### config.mk
export PLATFORM = sky130hd
export DESIGN_NAME = bw_alu
export DESIGN_NICKNAME = d
export VERILOG_FILES = /design/src/rtl/bw_alu_pkg.sv /design/src/rtl/bw_alu_ctrl.sv /design/src/rtl/bw_alu_dp.sv /design/src/rtl/bw_alu.sv
export SDC_FILE = /design/constraint.sdc
export NUM_CORES = 1
export LEC_CHECK = 0
export ABC_AREA = 1
export BUFFER_PORTS_ARGS = -buffer_cell sky130_fd_sc_hd__buf_2
export CAP_MARGIN = 20
export CORE_MARGIN = 1
export CORE_UTILIZATION = 50
export CTS_CLUSTER_DIAMETER = 80
export DETAILED_ROUTE_END_ITERATION = 6
export GPL_TIMING_DRIVEN = 0
export HOLD_SLACK_MARGIN = 0.08
export PLACE_DENSITY_LB_ADDON = 0.15
export SLEW_MARGIN = 30
export SYNTH_ARGS = -nofsm -noshare
export SYNTH_HDL_FRONTEND = slang
export SYNTH_HIERARCHICAL = 1
export SYNTH_SLANG_ARGS = --single-unit
### constraint.sdc
create_clock -name clk -period 4.6 [get_ports clk]
set_input_delay 0.23 -clock clk [delete_from_list [all_inputs] [get_ports clk]]
set_output_delay 0.23 -clock clk [all_outputs]
set_load 0.03 [all_outputs]
### src/rtl/bw_alu_pkg.sv
package bw_alu_pkg;

  localparam int NFLAGS = 5;
  localparam int FC  = 0;
  localparam int FZ  = 1;
  localparam int FN  = 2;
  localparam int FOV = 3;
  localparam int FDC = 4;

  typedef enum logic [3:0] {
    OP_ADD  = 4'd0,
    OP_ADDC = 4'd1,
    OP_SUB  = 4'd2,
    OP_SUBB = 4'd3,
    OP_AND  = 4'd4,
    OP_OR   = 4'd5,
    OP_XOR  = 4'd6,
    OP_NOT  = 4'd7,
    OP_SHL  = 4'd8,
    OP_SHR  = 4'd9,
    OP_ASR  = 4'd10
  } alu_op_e;

  typedef enum logic [1:0] {CIN_ZERO, CIN_ONE, CIN_EXT} cin_sel_e;
  typedef enum logic [1:0] {LG_AND, LG_OR, LG_XOR, LG_NOT} logic_op_e;
  typedef enum logic [1:0] {SH_LEFT, SH_RIGHT, SH_ARITH} shift_op_e;

  typedef struct packed {
    logic              arithEn;
    logic              invB;
    cin_sel_e          cinSel;
    logic              logicEn;
    logic_op_e         logicOp;
    logic              shiftEn;
    shift_op_e         shiftOp;
    logic [NFLAGS-1:0] updMask;
  } alu_strobe_t;

endpackage

### src/rtl/bw_alu_ctrl.sv
module bw_alu_ctrl
  import bw_alu_pkg::*;
#(
  parameter int OPW = 4
) (
  input  logic [OPW-1:0] opcode,
  output alu_strobe_t    strb
);

  localparam logic [NFLAGS-1:0] MASK_ALL   = {NFLAGS{1'b1}};
  localparam logic [NFLAGS-1:0] MASK_NZ    = NFLAGS'((1 << FN) | (1 << FZ));
  localparam logic [NFLAGS-1:0] MASK_SHIFT = NFLAGS'((1 << FN) | (1 << FZ) | (1 << FC));

  always_comb begin
    strb = '0;
    strb.cinSel  = CIN_ZERO;
    strb.logicOp = LG_AND;
    strb.shiftOp = SH_LEFT;
    unique case (opcode)
      OP_ADD:  begin strb.arithEn = 1'b1; strb.updMask = MASK_ALL; end
      OP_ADDC: begin strb.arithEn = 1'b1; strb.cinSel = CIN_EXT; strb.updMask = MASK_ALL; end
      OP_SUB:  begin strb.arithEn = 1'b1; strb.invB = 1'b1; strb.cinSel = CIN_ONE; strb.updMask = MASK_ALL; end
      OP_SUBB: begin strb.arithEn = 1'b1; strb.invB = 1'b1; strb.cinSel = CIN_EXT; strb.updMask = MASK_ALL; end
      OP_AND:  begin strb.logicEn = 1'b1; strb.logicOp = LG_AND; strb.updMask = MASK_NZ; end
      OP_OR:   begin strb.logicEn = 1'b1; strb.logicOp = LG_OR;  strb.updMask = MASK_NZ; end
      OP_XOR:  begin strb.logicEn = 1'b1; strb.logicOp = LG_XOR; strb.updMask = MASK_NZ; end
      OP_NOT:  begin strb.logicEn = 1'b1; strb.logicOp = LG_NOT; strb.updMask = MASK_NZ; end
      OP_SHL:  begin strb.shiftEn = 1'b1; strb.shiftOp = SH_LEFT;  strb.updMask = MASK_SHIFT; end
      OP_SHR:  begin strb.shiftEn = 1'b1; strb.shiftOp = SH_RIGHT; strb.updMask = MASK_SHIFT; end
      OP_ASR:  begin strb.shiftEn = 1'b1; strb.shiftOp = SH_ARITH; strb.updMask = MASK_SHIFT; end
      default: strb = strb; // unassigned codes: no unit, no flag update
    endcase
  end

endmodule

### src/rtl/bw_alu_dp.sv
module bw_alu_dp
  import bw_alu_pkg::*;
#(
  parameter int WIDTH = 16
) (
  input  alu_strobe_t       strb,
  input  logic [WIDTH-1:0]  opA,
  input  logic [WIDTH-1:0]  opB,
  input  logic              byteMode,
  input  logic              carryIn,
  output logic [WIDTH-1:0]  result,
  output logic [NFLAGS-1:0] flagD
);

  localparam int HALF = WIDTH / 2;
  localparam logic [WIDTH-1:0] MASK_BYTE = {{(WIDTH-HALF){1'b0}}, {HALF{1'b1}}};
  localparam logic [WIDTH-1:0] MASK_WORD = {WIDTH{1'b1}};
  localparam logic [WIDTH-1:0] TOP_BYTE  = WIDTH'(1) << (HALF-1);
  localparam logic [WIDTH-1:0] TOP_WORD  = WIDTH'(1) << (WIDTH-1);

  logic [WIDTH-1:0] sizeMask, topBit, aSized, bEff;
  logic [WIDTH:0]   sumW;
  logic             cinEff;
  logic [WIDTH-1:0] logicRes, shiftRes, rawRes;
  logic             msbA, msbB, msbR, arithCarry, digitCarry, shiftCarry, ovf;

  assign sizeMask = byteMode ? MASK_BYTE : MASK_WORD;
  assign topBit   = byteMode ? TOP_BYTE  : TOP_WORD;
  assign aSized   = opA & sizeMask;

  // adder: subtraction adds the inverted subtrahend
  assign bEff = strb.invB ? ~opB : opB;
  always_comb begin
    unique case (strb.cinSel)
      CIN_ONE: cinEff = 1'b1;
      CIN_EXT: cinEff = carryIn;
      default: cinEff = 1'b0;
    endcase
  end
  assign sumW = {1'b0, opA} + {1'b0, bEff} + {{WIDTH{1'b0}}, cinEff};

  // carry into a bit position = a ^ b ^ sum at that position
  assign digitCarry = opA[4] ^ bEff[4] ^ sumW[4];
  assign arithCarry = byteMode ? (opA[HALF] ^ bEff[HALF] ^ sumW[HALF]) : sumW[WIDTH];

  assign msbA = |(opA & topBit);
  assign msbB = |(bEff & topBit);
  assign msbR = |(sumW[WIDTH-1:0] & topBit);
  assign ovf  = (msbA == msbB) && (msbR != msbA);

  always_comb begin
    unique case (strb.logicOp)
      LG_AND:  logicRes = opA & opB;
      LG_OR:   logicRes = opA | opB;
      LG_XOR:  logicRes = opA ^ opB;
      default: logicRes = ~opA;
    endcase
  end

  always_comb begin
    unique case (strb.shiftOp)
      SH_LEFT: begin
        shiftRes   = aSized << 1;
        shiftCarry = msbA;
      end
      SH_RIGHT: begin
        shiftRes   = aSized >> 1;
        shiftCarry = opA[0];
      end
      default: begin
        shiftRes   = (aSized >> 1) | (msbA ? topBit : '0);
        shiftCarry = opA[0];
      end
    endcase
  end

  always_comb begin
    if (strb.arithEn)      rawRes = sumW[WIDTH-1:0];
    else if (strb.logicEn) rawRes = logicRes;
    else if (strb.shiftEn) rawRes = shiftRes;
    else                   rawRes = '0;
  end

  assign result = rawRes & sizeMask;

  always_comb begin
    flagD      = '0;
    flagD[FZ]  = (result == '0);
    flagD[FN]  = |(result & topBit);
    flagD[FC]  = strb.shiftEn ? shiftCarry : arithCarry;
    flagD[FOV] = ovf;
    flagD[FDC] = digitCarry;
  end

endmodule

### src/rtl/bw_alu.sv
module bw_alu
  import bw_alu_pkg::*;
#(
  parameter int WIDTH = 16,
  parameter int OPW   = 4
) (
  input  logic             clk,
  input  logic             rstN,
  input  logic [OPW-1:0]   opcode,
  input  logic [WIDTH-1:0] opA,
  input  logic [WIDTH-1:0] opB,
  input  logic             byteMode,
  input  logic             carryIn,
  input  logic             flagEn,
  output logic [WIDTH-1:0] result,
  output logic             flagC,
  output logic             flagZ,
  output logic             flagN,
  output logic             flagOv,
  output logic             flagDc
);

  alu_strobe_t       strb;
  logic [NFLAGS-1:0] flagD, flagQ;

  bw_alu_ctrl #(.OPW(OPW)) ctrl_i (
    .opcode (opcode),
    .strb   (strb)
  );

  bw_alu_dp #(.WIDTH(WIDTH)) dp_i (
    .strb     (strb),
    .opA      (opA),
    .opB      (opB),
    .byteMode (byteMode),
    .carryIn  (carryIn),
    .result   (result),
    .flagD    (flagD)
  );

  always_ff @(posedge clk or negedge rstN) begin
    if (!rstN) begin
      flagQ <= '0;
    end else if (flagEn) begin
      for (int i = 0; i < NFLAGS; i++) begin
        if (strb.updMask[i]) flagQ[i] <= flagD[i];
      end
    end
  end

  assign flagC  = flagQ[FC];
  assign flagZ  = flagQ[FZ];
  assign flagN  = flagQ[FN];
  assign flagOv = flagQ[FOV];
  assign flagDc = flagQ[FDC];

endmodule

==> qor.txt <==
layout cells sized above 1 - 14.92%
CTS Sinks - 5
worst endpoint data arrival time - 3.52 ns
number of diodes - 0
slew margin rel. - 60.39%
Register-to-Register Path Depth - 2
register bit total from synthesis - 5
Yosys cell types - 34
max cap viols - 0
area grow syn2layout - 13.75%
Ports - 62
Peak VDD IR - 0.0002085 V
largest net degree at the start of global routing - 11
Biggest register - flagQ
initial antenna violation count - 0
endpoint type of the worst setup path - primary output
Synth Area in Adders - 19.88%
Post-Synth XOR/XNOR Area - 4.798%
starting density of the core - 51.74%
met2 Usage GRT - 52.53%
die height - 83.07 µm
vias in the first global route - 3745
Reg-to-Reg Start - flagQ[4]
Setup TNS - 0 ns
Slew Viols, Final - 0
post-synthesis async set-or-reset flop share - 100.0%
achievable frequency - 266.4 MHz
Post-route DRC - 2
violated checks - design-rule violations
DIE AREA - 6900 µm²
Final nets - 770
Clock Latency Late Sink - 0.22 ns
die width - 83.07 µm
Vias - 4045
DR WL/cell - 13.73 µm
Final Hold Vio Count - 0
Top Usage Layer GRT - met2
Min Clock Period, post-route - 3.754 ns
unrepaired setup endpoints after global routing - false
root buffer cell - clkbuf_8
sequential area share after synthesis - 3.808%
hold crit path type - in -> reg
hold path depth - 3
outcome - finished with violations
DP HPWL - 8324 µm
Req. time, crit path - 4.37 ns
synth top area cells - nand2_1 (23%), ha_1 (19%), inv_1 (13%)
Detailed Route Iter0 Violations - 314
worst slew pin tran - 0.5942 ns
design area - 3737 µm²
Synth Area in Compound Gates - 11.73%
syn nets - 704
router iterations before antenna repair - 7
PortBufs - 60
first-pass GRT wire length - 17440 µm
crit-path max FO - 10
kind of critical path - in -> out
TritonCTS Buffers - 3
GR Util met3 - 1.292%
Mapped Cells - 612
area leader, netlist - nand2_1
Primary FF master, synth - dfrtp_1
Commonest cells post-synth - nand2_1 (205), inv_1 (115), nand3_1 (52)
CP startpoint kind - input port
clk_skew - 0 ns
R2R Path End - flagQ[4]
htree depth - 1
top-count cell post-synth - nand2_1
global routing usage on met1 - 40.88%
Post-synth EDFFs - 0
Largest register FFs - 5
CTS tree - yes
vias per cell - 5.365
leak pwr - 2.421 nW
R2R setup slack - 4.01 ns
CTS resizes - 0
overall routed net length - 10350 µm
biggest regs - flagQ (5)
mux contribution to synthesized area - 0%
largest family of logic cells by synthesized area - simple AND/OR/NAND/NOR gates
ANT nets after route - 0
site row count - 29
Placed Area - 3682 µm²
GP Congestion - 0.9167
Max clock buf depth - 2
GRT Total Usage - 30.72%
Hold EP - flagQ[1]
Core Box Area - 6350 µm²
clock transition at the registers of the reported paths - 0.04 ns
Worst Min Path Start - flagEn
grt ovf - 0
top cell type's share of synthesized area - 23.42%
# setup viols final - 0
yosys synthesis warning count - 6
period utilization - 81.60%
Mapped Avg Cell Area - 5.369 µm²
post-synthesis simple-gate area fraction - 41.51%
P per Cell Area - 159.2 nW/µm²
Synth Cell Area - 3286 µm²
power by group:
part	total (W)	switching [W]	internal, W
logic	0.000458	0.000302	0.000156
registers	0.0000549	0.00000325	0.0000517
clock network	0.0000826	0.0000230	0.0000596
total	0.000595	0.000328	0.000267
placed cells by master, fill, tap and decap left out, drive strengths merged:
cell type	synthesis	layout
inv	123	123
a21oi	31	31
nand4	8	8
xnor2	4	4
nor3	1	1
ha	49	49
fa	2	2
clkbuf	2	6
o21bai	1	1
buf	18	78
nand3b	2	2
a21o	1	1
nor2	46	46
o211ai	8	8
nand2	208	208
xor2	14	14
o21ai	27	27
nand3	52	52
a31o	1	1
or2	7	7
dfrtp	5	5
a31oi	1	1
dlygate4sd3	0	1
and2	1	1
through the flow:
step	instances	hold slack (ns)	utilization [%]	total power [W]	worst slack (ns)
finish	754	0.2708	58.86	0.0005951	0.8465
global route	754	0.2852	58.86	0.0006543	0.5228
CTS	754	0.2688	58.86	0.0005904	0.8928
detailed placement	749	0.04743	57.99	0.0005032	0.8141
global placement	749	0.04548	57.99	0.0004968	0.8404
floorplan	612	-0.06559	-	0.0003763	1.805
how the worst max path moves through the flow:
| stage | startpoint | to | slack, ns | cells past startpoint |
|---|---|---|---|---|
| 2_1_floorplan | opcode[3] | flagQ[1] | 1.80 | 24 |
| 3_3_place_gp | opcode[3] | flagQ[1] | 0.84 | 21 |
| 3_5_place_dp | opcode[3] | flagQ[1] | 0.81 | 22 |
| 4_1_cts | opcode[3] | result[8] | 0.89 | 19 |
| 5_1_grt | opcode[3] | result[8] | 0.52 | 19 |
| 6_report | opcode[3] | result[12] | 0.85 | 19 |
worst max-delay path, stage by stage:
cell     delay [ns]
buf_2          0.14
nor2_2         0.12
inv_1          0.09
nor2_1         0.09
buf_2          0.24
buf_2          0.41
xnor2_1        0.16
fa_1           0.40
inv_1          0.13
fa_1           0.20
nand2_1        0.14
a21oi_2        0.39
nand3_1        0.17
nand3_1        0.10
nand2_1        0.05
nand3_1        0.10
nand2_1        0.10
inv_1          0.06
buf_2          0.18
layout make-up:
type                       instances  area, µm²
fill                             671       2613
clock buffer                       4      45.04
multi-input combinational        464       2560
inverter                         123      464.2
timing repair buffer              61      310.3
buffer                            20      136.4
sequential                         5      125.1
tap                               77      96.34
timing repair:
action                                 CTS  global route
endpoints found under the hold margin    5             0
hold buffers                             1             0
buffers inserted                         0             0
kinds of logic after synthesis:
family / Yosys count
and+or+nand+nor: 325
AOI/OAI and AO/OA: 70
xor gates and xnor gates: 18
adders and majority gates: 51
DFF: 5
buffers and inverters: 143
routing by layer:
layer	vias to the layer above	wire, µm
met1	1839	4660
met5	-	0
met2	151	4829
li1	2031	-
met3	24	558
met4	0	302
(Power assumes the default switching activity.)
